File: config.mk
export PLATFORM = sky130hd
export DESIGN_NAME = irt_unit
export DESIGN_NICKNAME = d
export VERILOG_FILES = /design/src/rtl/irt_pkg.sv /design/src/rtl/irt_ctrl.sv /design/src/rtl/irt_datapath.sv /design/src/rtl/irt_unit.sv
export SDC_FILE = /design/constraint.sdc
export NUM_CORES = 1
export LEC_CHECK = 0
export ABC_AREA = 1
export BUFFER_PORTS_ARGS = -buffer_cell sky130_fd_sc_hd__buf_2
export CAP_MARGIN = 20
export CORE_MARGIN = 3
export CORE_UTILIZATION = 50
export CTS_CLUSTER_SIZE = 10
export DETAILED_ROUTE_END_ITERATION = 8
export PLACE_DENSITY = 0.74
export SYNTH_ARGS = -nofsm -noshare
export SYNTH_HDL_FRONTEND = slang
export SYNTH_SLANG_ARGS = --single-unit
File: constraint.sdc
create_clock -name clk -period 5.1 [get_ports clk]
set_clock_uncertainty 0.1 [all_clocks]
set_input_delay 1.53 -clock clk [delete_from_list [all_inputs] [get_ports clk]]
set_output_delay 1.53 -clock clk [all_outputs]
set_load 0.1 [all_outputs]
File: src/rtl/irt_pkg.sv
package irt_pkg;
  localparam int BYTE_W      = 6;
  localparam int WORD_BYTES  = 5;
  localparam int IDX_BYTES   = 2;
  localparam int NUM_IDX     = 6;
  localparam int MAG_W       = BYTE_W * WORD_BYTES;
  localparam int IDX_MAG_W   = BYTE_W * IDX_BYTES;
  localparam int IDX_W       = IDX_MAG_W + 1;
  localparam int WORD_W      = MAG_W + 1;
  localparam int NUM_REGS    = NUM_IDX + 2;
  localparam int SLOT_W      = $clog2(NUM_REGS);
  localparam int CODE_W      = BYTE_W;

  typedef struct packed {
    logic             sign;
    logic [MAG_W-1:0] mag;
  } word_t;

  typedef enum logic [1:0] {
    OP_ADD     = 2'd0,
    OP_SUB     = 2'd1,
    OP_LOAD    = 2'd2,
    OP_LOADNEG = 2'd3
  } op_e;

  // strobes from control to datapath
  typedef struct packed {
    logic              write;
    logic [SLOT_W-1:0] slot;
    op_e               op;
    logic              wide;
  } ctl_t;
endpackage

File: src/rtl/irt_ctrl.sv
module irt_ctrl import irt_pkg::*; #(
  parameter int OPC_BASE = 48
) (
  input  logic              clk,
  input  logic              rstN,
  input  logic              inValid,
  input  logic [CODE_W-1:0] inOpcode,
  input  logic [CODE_W-1:0] inMod,
  output ctl_t              ctl,
  output logic              done,
  output logic              illegal
);
  localparam logic [CODE_W-1:0] OPC_LO = CODE_W'(OPC_BASE);
  localparam logic [CODE_W-1:0] OPC_HI = CODE_W'(OPC_BASE + NUM_REGS - 1);
  localparam logic [CODE_W-1:0] MOD_MAX = CODE_W'(3);

  logic inRange;
  logic modOk;
  logic legal;
  logic [CODE_W-1:0] relCode;

  always_comb begin
    inRange = (inOpcode >= OPC_LO) && (inOpcode <= OPC_HI);
    modOk   = inMod <= MOD_MAX;
    legal   = inRange && modOk;
    relCode = inOpcode - OPC_LO;
    ctl.write = inValid && legal;
    ctl.slot  = relCode[SLOT_W-1:0];
    ctl.op    = op_e'(inMod[1:0]);
    ctl.wide  = (relCode[SLOT_W-1:0] == '0) ||
                (relCode[SLOT_W-1:0] == SLOT_W'(NUM_REGS - 1));
  end

  always_ff @(posedge clk or negedge rstN) begin
    if (!rstN) begin
      done    <= 1'b0;
      illegal <= 1'b0;
    end else begin
      done    <= inValid;
      illegal <= inValid && !legal;
    end
  end
endmodule

File: src/rtl/irt_datapath.sv
module irt_datapath import irt_pkg::*; (
  input  logic                     clk,
  input  logic                     rstN,
  input  ctl_t                     ctl,
  input  word_t                    mWord,
  output word_t                    outA,
  output word_t                    outX,
  output logic [NUM_IDX*IDX_W-1:0] outIdx,
  output logic                     ovfFlag
);
  word_t view [NUM_REGS];
  word_t cur;
  word_t res;
  logic  effSign;
  logic  sameSign;
  logic  magGe;
  logic  carry;
  logic [MAG_W:0] sumW;

  always_comb begin
    cur      = view[ctl.slot];
    effSign  = (ctl.op == OP_SUB || ctl.op == OP_LOADNEG) ? ~mWord.sign : mWord.sign;
    sameSign = (cur.sign == effSign);
    sumW     = {1'b0, cur.mag} + {1'b0, mWord.mag};
    magGe    = cur.mag >= mWord.mag;
    carry    = 1'b0;
    res      = '0;
    case (ctl.op)
      OP_LOAD, OP_LOADNEG: res = '{sign: effSign, mag: mWord.mag};
      default: begin
        if (sameSign) begin
          res   = '{sign: cur.sign, mag: sumW[MAG_W-1:0]};
          carry = sumW[MAG_W];
        end else if (magGe) begin
          // zero result lands here and keeps the old sign
          res = '{sign: cur.sign, mag: cur.mag - mWord.mag};
        end else begin
          res = '{sign: effSign, mag: mWord.mag - cur.mag};
        end
      end
    endcase
  end

  for (genvar g = 0; g < NUM_REGS; g++) begin : gSlot
    if (g == 0 || g == NUM_REGS - 1) begin : gWide
      word_t q;
      always_ff @(posedge clk or negedge rstN) begin
        if (!rstN) q <= '0;
        else if (ctl.write && ctl.slot == SLOT_W'(g)) q <= res;
      end
      assign view[g] = q;
    end else begin : gIdx
      logic [IDX_W-1:0] q;
      always_ff @(posedge clk or negedge rstN) begin
        if (!rstN) q <= '0;
        else if (ctl.write && ctl.slot == SLOT_W'(g))
          q <= {res.sign, res.mag[IDX_MAG_W-1:0]};
      end
      assign view[g] = '{sign: q[IDX_W-1],
                         mag: {{(MAG_W-IDX_MAG_W){1'b0}}, q[IDX_MAG_W-1:0]}};
      assign outIdx[(g-1)*IDX_W +: IDX_W] = q;
    end
  end

  always_ff @(posedge clk or negedge rstN) begin
    if (!rstN) ovfFlag <= 1'b0;
    else if (ctl.write && ctl.wide && carry) ovfFlag <= 1'b1;
  end

  assign outA = view[0];
  assign outX = view[NUM_REGS-1];
endmodule

File: src/rtl/irt_unit.sv
module irt_unit import irt_pkg::*; #(
  parameter int OPC_BASE = 48
) (
  input  logic                     clk,
  input  logic                     rstN,
  input  logic                     inValid,
  input  logic [CODE_W-1:0]        inOpcode,
  input  logic [CODE_W-1:0]        inMod,
  input  logic                     inSign,
  input  logic [MAG_W-1:0]         inMag,
  output logic [WORD_W-1:0]        regA,
  output logic [WORD_W-1:0]        regX,
  output logic [NUM_IDX*IDX_W-1:0] regIdx,
  output logic                     ovfFlag,
  output logic                     done,
  output logic                     illegal
);
  ctl_t  ctl;
  word_t mWord;
  word_t outA;
  word_t outX;

  assign mWord = '{sign: inSign, mag: inMag};

  irt_ctrl #(.OPC_BASE(OPC_BASE)) u_ctrl (
    .clk(clk), .rstN(rstN), .inValid(inValid), .inOpcode(inOpcode),
    .inMod(inMod), .ctl(ctl), .done(done), .illegal(illegal)
  );

  irt_datapath u_dp (
    .clk(clk), .rstN(rstN), .ctl(ctl), .mWord(mWord),
    .outA(outA), .outX(outX), .outIdx(regIdx), .ovfFlag(ovfFlag)
  );

  assign regA = outA;
  assign regX = outX;
endmodule

=== Word-level counts from Yosys, hierarchy flattened ===
Index checks and enable logic that the tools add are counted.

* Reductions and logical operators: 19
* Equal/unequal tests: 11
* Mux-type cells: 9
* Bitwise gates (word level): 2
* $add $sub $neg: 4
* Magnitude comparators: 5

{| class="wikitable"
|+ Operators with widths
! cell !! number
|-
| $mux 31 || 5
|-
| $bmux 31 s3 || 1
|-
| $sub 30x30->30 || 2
|-
| $add 30x30->31 || 1
|-
| $ge 30x30->1 || 1
|-
| $logic_and 1x1->1 || 14
|-
| $eq 3x3->1 const B || 4
|-
| $eq 3x2->1 const B || 2
|-
| $ge 6x6->1 const B || 1
|-
| $le 6x2->1 const B || 1
|-
| $le 6x6->1 const B || 1
|-
| $eq 2x2->1 const B || 2
|-
| $ge 4x4->1 const B || 1
|-
| $not 3->4 || 1
|-
| $eq 3x1->1 const B || 1
|-
| $logic_not 3->1 || 1
|-
| $mux 1 || 3
|-
| $sub 3x1->3 const B || 1
|-
| $eq 2x1->1 const B || 1
|-
| $logic_or 1x1->1 || 2
|-
| $reduce_or 2->1 || 1
|-
| $eq 1x1->1 || 1
|-
| $logic_not 1->1 || 1
|-
| $not 1->1 || 1
|}

* Output and inout bits: 143
* Word-level logic and storage cells: 63
* Flip-flop bits (word level): 143
* Bits of input ports: 46

=== Logic depth before layout (Yosys ltp) ===
Gate-level depths: netlist of the first run.

* Word-level depth: 9
* Mapped depth: 27
* Depth with buffers taken out: 24

=== Cells and area by module ===
Synthesis of the first run repeated with hierarchy kept, for this count alone.

* Cells, all modules: 2223
* Area total of the unflattened synthesis: 13710.6 um^2

{| class="wikitable"
|+ Modules (own cells, without submodules)
! module !! instances !! seq. area each (um^2) !! cells each !! area an instance (um^2)
|-
| irt_datapath || 1 || 3528.4 || 2203 || 13560.5
|-
| irt_ctrl || 1 || 50.0 || 20 || 150.1
|}

=== Least setup slack after synthesis of the first run ===
No wires, ideal clock.

* Kind: in2reg
* Start: in inOpcode[0]
* End: reg u_dp.gSlot[5].gIdx.q[3]
* Slack: 0.334 ns
* Library setup time: 0.134 ns
* Arrival: 4.532 ns
* Cell stages on the path: 20
* Buffers on the path: 3
* Required time: 4.866 ns
* Cells stage by stage: buf_4 -> nor2_2 -> clkbuf_1 -> a221oi_1 -> o21ai_0 -> inv_1 -> fa_1 -> inv_1 -> nand2_1 -> nand3_2 -> nand2_1 -> nand2_1 -> nand2_2 -> nand3_2 -> buf_6 -> nand2_1 -> o211ai_1 -> nand2_2 -> nand3_1 -> o21ai_0

* Longest elaborated chain between the ends: 9
* Elaborated cells between the ends (all ways): 20
* Classes of those cells: add/sub: 4; order compare: 3; eq/ne: 2; mux: 6; bitwise: 1; reduce/logical: 4

{| class="wikitable"
|+ RTL lines
! item !! RTL line !! source
|-
| from (decl) || irt_unit.sv:7 || <nowiki>input logic [CODE_W-1:0] inOpcode,</nowiki>
|-
| $sub 3x1->3 || irt_ctrl.sv:26 || <nowiki>relCode = inOpcode - OPC_LO;</nowiki>
|-
| $not 3->4 (not written as such) || irt_datapath.sv:21 || <nowiki>cur = view[ctl.slot];</nowiki>
|-
| $bmux 31 s3 || irt_datapath.sv:21 ||
|-
| $mux 31 (not written as such) (2 in series) || irt_datapath.sv:21 ||
|-
| $sub 30x30->30 (tied with other cells) || irt_datapath.sv:38 || <nowiki>res = '{sign: effSign, mag: mWord.mag - cur.mag};</nowiki>
|-
| $mux 31 || irt_datapath.sv:34 || <nowiki>end else if (magGe) begin</nowiki>
|-
| $mux 31 || irt_datapath.sv:31 || <nowiki>if (sameSign) begin</nowiki>
|-
| $mux 31 || irt_datapath.sv:28 || <nowiki>case (ctl.op)</nowiki>
|-
| to (signal assigned) || irt_datapath.sv:57 || <nowiki>q <= {res.sign, res.mag[IDX_MAG_W-1:0]};</nowiki>
|-
| to (decl) || irt_datapath.sv:53 || <nowiki>logic [IDX_W-1:0] q;</nowiki>
|}

Parallel ways exist; a longest one is shown, timed or not. The select of a mux whose other input is x is not followed.
A chain may end at the register's enable or synchronous reset.

=== Final worst setup path of the first run ===
* Start: in inOpcode[0]
* End: reg u_dp.gSlot[4].gIdx.q[8]

* Longest elaborated chain between the ends: 9
* Elaborated cells between the ends (all ways): 20
* Classes of those cells: add/sub: 4; order compare: 3; eq/ne: 2; mux: 6; bitwise: 1; reduce/logical: 4

{| class="wikitable"
|+ RTL lines
! item !! RTL line
|-
| $sub 3x1->3 || irt_ctrl.sv:26
|-
| $not 3->4 (not written as such) || irt_datapath.sv:21
|-
| $bmux 31 s3 || irt_datapath.sv:21
|-
| $mux 31 (not written as such) (2 in series) || irt_datapath.sv:21
|-
| $sub 30x30->30 (tied with other cells) || irt_datapath.sv:38
|-
| $mux 31 || irt_datapath.sv:34
|-
| $mux 31 || irt_datapath.sv:31
|-
| $mux 31 || irt_datapath.sv:28
|-
| to (signal assigned) || irt_datapath.sv:57
|-
| to (decl) || irt_datapath.sv:53
|}

Parallel ways exist; a longest one is shown, timed or not. The select of a mux whose other input is x is not followed.

==> results of run 1 <==
==> synthesized netlist by cell type, types with 10 or more instances <==
library cell,instances
nand2_1,784
inv_1,318
nand3_1,259
dfrtp_1,143
nor2_1,116
ha_1,92
a21oi_1,72
o21ai_0,49
o21ai_1,45
a22oi_1,37
xor2_1,32
buf_2,30
clkbuf_1,27
nand2_2,20
inv_2,18
nand4_1,18
nor2_2,12
o21bai_1,10
==> power groups by stage <==
stage,clock (W),sequential (W),combinational [W]
final,0.00124,0.00118,0.00117
after floorplan,0,0.00135,0.000514
after detailed placement,0,0.00120,0.00112
after global placement,0,0.00120,0.00111
after global routing,0.00129,0.00118,0.00124
after CTS,0.00124,0.00118,0.00112
==> flip-flops by register name, summed over array words and instances, names as in the netlist <==
register / flops
u_ctrl.illegal: 1
u_ctrl.done: 1
u_dp.gSlot.gIdx.q: 78
u_dp.ovfFlag: 1
u_dp.outX: 31
u_dp.outA: 31
==> final cells by class <==
cell class / instances / area, um^2 / area share
Antenna cell: 1 / 2.50 / 0.000147
Clock buffer: 19 / 443 / 0.0261
Clock inverter: 13 / 131 / 0.00774
Inverter: 342 / 1290 / 0.0758
Multi-Input combinational cell: 1635 / 8410 / 0.496
Sequential cell: 143 / 3580 / 0.211
Tap cell: 335 / 419 / 0.0247
Timing Repair Buffer: 399 / 2700 / 0.159
==> layout by cell type (no fill, tap or decap), types with 18 or more instances in the layout <==
cell type  count
nand4_1       18
nand2_1      784
dfrtp_1      143
buf_4        198
a21oi_1       72
nand3_1      259
inv_2         19
inv_1        318
o21ai_1       46
o21ai_0       45
xor2_1        31
buf_2        187
nor2_1       114
a22oi_1       37
ha_1          90
==> final timing paths <==
kind / depth (start not counted) / slack [ns] / from / endpoint
setup / recovery: 24 / 0.19 / inOpcode[0] / u_dp.gSlot[4].gIdx.q[8]$_DFFE_PN0P_
hold / removal: 1 / 0.38 / u_dp.ovfFlag$_DFFE_PN0P_ / u_dp.ovfFlag$_DFFE_PN0P_
setup reg to reg: 21 / 1.19 / u_dp.gSlot[4].gIdx.q[8]$_DFFE_PN0P_ / u_dp.outX[1]$_DFFE_PN0P_
hold reg to reg: 1 / 0.38 / u_dp.ovfFlag$_DFFE_PN0P_ / u_dp.ovfFlag$_DFFE_PN0P_
max in group asynchronous: 3 / 2.86 / rstN / u_dp.outA[21]$_DFFE_PN0P_
min in group asynchronous: 1 / 0.96 / rstN / u_dp.outA[7]$_DFFE_PN0P_
==> per-stage QoR <==
stage | instance area, um^2 | total power [W]
floorplan | 13600 | 0.00187
global placement | 16300 | 0.00230
detailed placement | 16300 | 0.00231
CTS | 16900 | 0.00353
global route | 17000 | 0.00370
finish | 17000 | 0.00358
==> repair_timing <==
item,CTS,global route
resized for setup,0,17
hold buffers,0,0
setup endpoints to repair,0,112
hold endpoints to repair,0,0
==> layer usage <==
| layer | global-route usage | share of wire |
|---|---|---|
| met1 | 0.550 | 0.42 |
| met2 | 0.602 | 0.44 |
| met3 | 0.0832 | 0.12 |
| met4 | 0.112 | 0.028 |
| met5 | 0 | 0.00021 |
==> worst max-delay path, stage by stage <==
cell and delay (ns):
buf_2 0.15, buf_4 0.16, nand2_2 0.12, inv_2 0.13, buf_4 0.18, a22oi_1 0.19, nand2_1 0.10, nand2_1 0.10
o21ai_2 0.11, buf_4 0.19, ha_1 0.33, nand2_1 0.10, nor2_2 0.17, nand2_1 0.12, nor2_1 0.12, nand4_1 0.19
inv_2 0.15, nor2_8 0.08, buf_4 0.17, buf_4 0.19, o21ai_4 0.20, nand2_4 0.13, nand3_1 0.12, nand2_1 0.09
==> cells by family after synthesis <==
logic type | share of synthesized area
AOI/OAI and AO/OA | 0.112
xor gates and xnor gates | 0.0238
adders and majority gates | 0.0890
buffers and inverters | 0.123
DFF | 0.263
and+or+nand+nor | 0.389
==> out/qor.csv, run 1 <==
stage,metric,value,unit
run_status,outcome,"complete, no violations",
synth,yosys.area.top_type,dfrtp_1,
placement,dp_hpwl,45.8,mm
critical_path,crit_fanout,11,
placement,dpl_worst_slack,-0.393,ns
synth,netlist_instances,2196,
synth,yosysSeqAreaShare,0.263,
final_layout,post-route-util,0.642,
power_and_ir_drop,clockPowerShare,0.346,
detailed_routing,antenna_left,0,
clock_tree,cts_max_level,4,
floorplanning,die-area,0.0292,mm^2
sta,slew_headroom,0.267,
critical_path,worstPathRequired,5.32,ns
power_and_ir_drop,pwr-share-comb,0.325,
sta,max_freq,204,MHz
synth,synth_ff_type,dfrtp_1,
global_routing,grt_pass1_wl,87.3,mm
power_and_ir_drop,p_sw_frac,0.386,
detailed_routing,vias,16500,
synth,synth_edf_count,0,
sta,finalCritPeriodShare,0.962,
power_and_ir_drop,seq_power_share,0.329,
sta,final_max_slew_viol_count,0,
sta,timing.final.hold_violations,0,
floorplanning,num_rows,59,
clock_tree,cts_num_sinks,143,
synth,avgSynthCellArea,6.20,um^2
global_routing,grt_max_degree,126,
synth,synth_nets,2337,
final_layout,finalNonFillerCells,2887,
clock_tree,cts_buffer_depth,2,
placement,place_congestion,1.06,
synth,ys_ff_latch,143,
detailed_routing,dr.pass1.iters,6,
critical_path,arrival,5.12,ns
power_and_ir_drop,power_switching,0.00138,W
power_and_ir_drop,p_int,0.00220,W
clock_tree,clk_pin_slew,0.07,ns
floorplanning,core_area,0.0264,mm^2
synth,async_reset_ff_frac,1.00,
clock_tree,postCtsSetupBuffers,0,
clock_tree,insertion_delay,0.44,ns
sta,tns,0,ns
critical_path,cp-start-kind,primary input,
detailed_routing,vias_per_cell,5.70,
detailed_routing,first_iter_violations,1914,
detailed_routing,finalWirelength,57.4,mm
critical_path,cp-end-kind,flop,
floorplanning,ios,189,
clock_tree,cts_root_buffer,clkbuf_16,
final_layout,fillCellCount,2522,
floorplanning,die_w,171,um
final_layout,syn2layout_area_growth,24.7,%
synth,synthTopCellsByArea,"dfrtp_1 (26%), nand2_1 (22%), nand3_1 (9.5%), inv_1 (8.8%), ha_1 (8.5%)",
global_routing,antenna_found_initial,2,
floorplanning,start_util,0.515,
sta,fin_ws,0.194,ns
clock_tree,tritoncts,built,
power_and_ir_drop,irDropWorstVdd,0.429,mV
synth,synth_top_area_share,0.263,
power_and_ir_drop,p_per_area,211,mW/mm^2
worst_hold_path,hold_path_class,flop to flop,
detailed_routing,route.detailed.drc,0,
critical_path,crit_type,primary input to flop,
final_layout,drive_gt1_frac,0.201,
sta,tightest_slew,1.10,ns
floorplanning,fp.dieH,171,um
placement,port-buffer-count,188,
sta,setup_viol,0,
synth,synth.distinct_cells,53,
sta,post-route-min-period,4.91,ns
global_routing,grt_pass1_vias,15500,
placement,dp_cells,2853,
final_layout,final_nets,2679,
synth,ys_warn_count,0,
sta,timing.hold.ws,0.382,ns
global_routing,grt_overflow,0,
detailed_routing,routedWlPerCell,19.9,um
global_routing,grt_use_total,0.389,
job,cap_violations,0,
clock_tree,cts_buffers,17,
synth,syn_area,0.0136,mm^2
power_and_ir_drop,p_leak,10.1,nW
No activity file was read; power rests on OpenSTA's default activity.
==> run 2: changes to the inputs <==
--- a/config.mk
+++ b/config.mk
@@ -15,4 +15,5 @@
 export PLACE_DENSITY = 0.74
 export SYNTH_ARGS = -nofsm -noshare
 export SYNTH_HDL_FRONTEND = slang
+export SYNTH_HIERARCHICAL = 1
 export SYNTH_SLANG_ARGS = --single-unit
==> run 2 against run 1 <==
  * Synthesized cell count up 1.2%
  * Core utilization increased by 0.24 points
  * Combinational power increased by 7%
  * Flip-flop and latch count unchanged
  * Register-to-register slack better by 0.15 ns
  * Routed wire length increased by 5.8%
  * Sequential power is essentially flat
  * Largest cell class unchanged
  * Highest routed layer is now met4
==> out/qor.csv, run 2 <==
stage,metric,value,unit
synth,yosys.area.top_type,dfrtp_1,
global_routing,grt_pass1_wl,91.9,mm
final_layout,final_nets,2727,
synth,synth.distinct_cells,46,
global_routing,grt_max_degree,103,
critical_path,worstPathRequired,5.31,ns
floorplanning,core_area,0.0265,mm^2
sta,tightest_slew,0.960,ns
placement,place_congestion,0.996,
global_routing,grt_pass1_vias,15900,
synth,synth_ff_type,dfrtp_1,
synth,avgSynthCellArea,6.17,um^2
sta,final_max_slew_viol_count,0,
critical_path,r2r_slack,1.34,ns
floorplanning,start_util,0.517,
global_routing,antenna_found_initial,2,
clock_tree,hold_buffers,0,
critical_path,critPathSlowestCell,o21ai_0,
run_status,outcome,"complete, no violations",
critical_path,r2r_cells,22,
synth,synth.most_common_cell,nand2_1,
final_layout,finalNonFillerCells,2936,
final_layout,regMostFlops,u_dp/gSlot.gIdx.q,
floorplanning,die-area,0.0294,mm^2
floorplanning,ios,189,
critical_path,cp_slowest_stage_delay,0.44,ns
floorplanning,fp.dieH,172,um
final_layout,finalInstanceArea,0.0171,mm^2
synth,syn_area,0.0137,mm^2
floorplanning,die_w,172,um
synth,async_reset_ff_frac,1.00,
detailed_routing,antenna_left,0,
placement,dp_cells,2902,
critical_path,r2r_end,u_dp/outX[27]$_DFFE_PN0P_,
clock_tree,cts_buffer_depth,2,
detailed_routing,vias,17000,
clock_tree,insertion_delay,0.43,ns
clock_tree,cts_root_buffer,clkbuf_16,
placement,port-buffer-count,188,
worst_hold_path,holdPathEnd,u_dp/ovfFlag$_DFFE_PN0P_,
synth,synth_top_area_share,0.261,
sta,max_freq,202,MHz
final_layout,syn2layout_area_growth,24.6,%
critical_path,cp-end-kind,flop,
detailed_routing,route.detailed.drc,0,
job,cap_violations,0,
sta,setup_viol,0,
power_and_ir_drop,p_per_area,217,mW/mm^2
synth,ys_ff_latch,143,
synth,synthTopCellsByArea,"dfrtp_1 (26%), nand2_1 (22%), inv_1 (9.4%), ha_1 (8.4%), nand3_1 (8.4%)",
final_layout,drive_gt1_frac,0.197,
global_routing,grt_overflow,0,
detailed_routing,finalWirelength,60.7,mm
final_layout,multiInputGateArea,0.00832,mm^2
critical_path,crit_fanout,21,
power_and_ir_drop,p_leak,10.3,nW
power_and_ir_drop,irDropWorstVdd,0.277,mV
clock_tree,tritoncts,built,
critical_path,r2r_start,u_dp/outX[8]$_DFFE_PN0P_,
sta,post-route-min-period,4.94,ns
placement,dp_hpwl,48.6,mm
synth,synth_edf_count,0,
clock_tree,cts_num_sinks,143,
final_layout,largest_reg_flops,78,
synth,synth_nets,2364,
sta,rsz0062_at_grt,no,
detailed_routing,vias_per_cell,5.78,
final_layout,regArea,0.00358,mm^2
synth,yosysSeqAreaShare,0.261,
detailed_routing,dr.pass1.iters,8,
critical_path,crit_type,primary input to flop,
sta,timing.hold.ws,0.399,ns
final_layout,fillCellCount,2486,
synth,netlist_instances,2223,
floorplanning,num_rows,59,
sta,tns,0,ns
worst_hold_path,hp-start,u_dp/ovfFlag$_DFFE_PN0P_,
clock_tree,cts_buffers,17,
critical_path,crit_top_cell,nand2_1,
sta,finalCritPeriodShare,0.968,
synth,yosys-top-cells-count,"nand2_1 (795), inv_1 (344), nand3_1 (230)",
sta,timing.final.hold_violations,0,
clock_tree,cts_max_level,4,
final_layout,layout_common_cells,"nand2_1 (795), inv_1 (344), nand3_1 (230)",
placement,dpl_cell_area,0.0165,mm^2
clock_tree,clk_pin_slew,0.07,ns
detailed_routing,first_iter_violations,2216,
worst_hold_path,hold_path_class,flop to flop,
synth,ys_warn_count,6,
critical_path,cp-start-kind,primary input,
detailed_routing,routedWlPerCell,20.7,um
critical_path,arrival,5.15,ns
final_layout,post-route-util,0.645,
final_layout,final_common_cell,nand2_1,
sta,slew_headroom,0.360,
global_routing,grt_use_total,0.409,
worst_hold_path,whs_path_depth,1,
## run 2: changes by cell type in the layout (fill, tap and decap cells not counted), sizes merged, moves of 5 or more
cell	before	now
a21oi	75	82
inv	343	362
buf	399	424
nor2	131	136
o21ai	97	103
nand2	806	823
nand3	261	235
## run 2: cells by family after synthesis
| group | after synthesis | share of synthesized area |
|---|---|---|
| compound gates | 269 | 0.116 |
| buf+inv | 440 | 0.132 |
| simple gates | 1236 | 0.377 |
| flops | 143 | 0.261 |
| xor+xnor | 40 | 0.0256 |
| fa+ha+maj | 95 | 0.0883 |
## run 2: per-stage QoR
stage	worst slack, ns	total power [W]
3_3_place_gp	-0.166	0.00240
4_1_cts	0.253	0.00368
5_1_grt	0.000505	0.00384
3_5_place_dp	-0.189	0.00241
6_report	0.162	0.00371
2_1_floorplan	0.198	0.00192
## run 2: final cells by class
cell class                 instances  share of cell area
sequential                       143               0.209
tap                              335              0.0245
antenna                            2            0.000293
timing repair buffer             424               0.164
inverter                         360              0.0793
multi-input combinational       1640               0.487
clock inverter                    13             0.00850
clock buffer                      19              0.0265
## run 2: how the worst max path moves through the flow
stage                           start                   endpoint  slack (ns)  cells past startpoint
after floorplan           inOpcode[1]  u_dp/outX[24]$_DFFE_PN0P_        0.20                     28
after global placement    inOpcode[1]  u_dp/outX[21]$_DFFE_PN0P_       -0.17                     26
after detailed placement  inOpcode[1]   u_dp/outX[8]$_DFFE_PN0P_       -0.19                     25
after CTS                 inOpcode[1]   u_dp/outX[8]$_DFFE_PN0P_        0.25                     25
after global routing      inOpcode[1]   u_dp/outX[8]$_DFFE_PN0P_      0.0005                     25
final                     inOpcode[1]   u_dp/outX[8]$_DFFE_PN0P_        0.16                     25
## run 2: repair_timing
| action | in CTS | in global routing |
|---|---|---|
| resized for setup | 0 | 1 |
| endpoints found under the setup margin | 0 | 14 |
| buffers inserted | 0 | 0 |
## run 2: critical path, delay by kind of cell
| kind | cells | cell delay, ns |
|---|---|---|
| adder cells (fa/ha/maj) | 2 | 0.67 |
| AO/OA/AOI/OAI | 4 | 0.79 |
| buffers and inverters | 7 | 0.93 |
| AND/OR/NAND/NOR | 12 | 1.21 |
## run 2: layer usage
| layer | track usage | part of all wire | vias to the layer above |
|---|---|---|---|
| met4 | 0.108 | 0.026 | 0 |
| met5 | 0 | 0 | - |
| met3 | 0.101 | 0.13 | 128 |
| li1 | - | - | 7720 |
| met2 | 0.618 | 0.43 | 1151 |
| met1 | 0.587 | 0.42 | 7984 |
## run 2: power breakdown
part	internal, W	leakage [nW]	switching [W]	total, W
clock	0.000720	0.296	0.000558	0.00128
combinational	0.000377	8.17	0.000873	0.00125
sequential	0.00116	1.80	0.0000223	0.00118
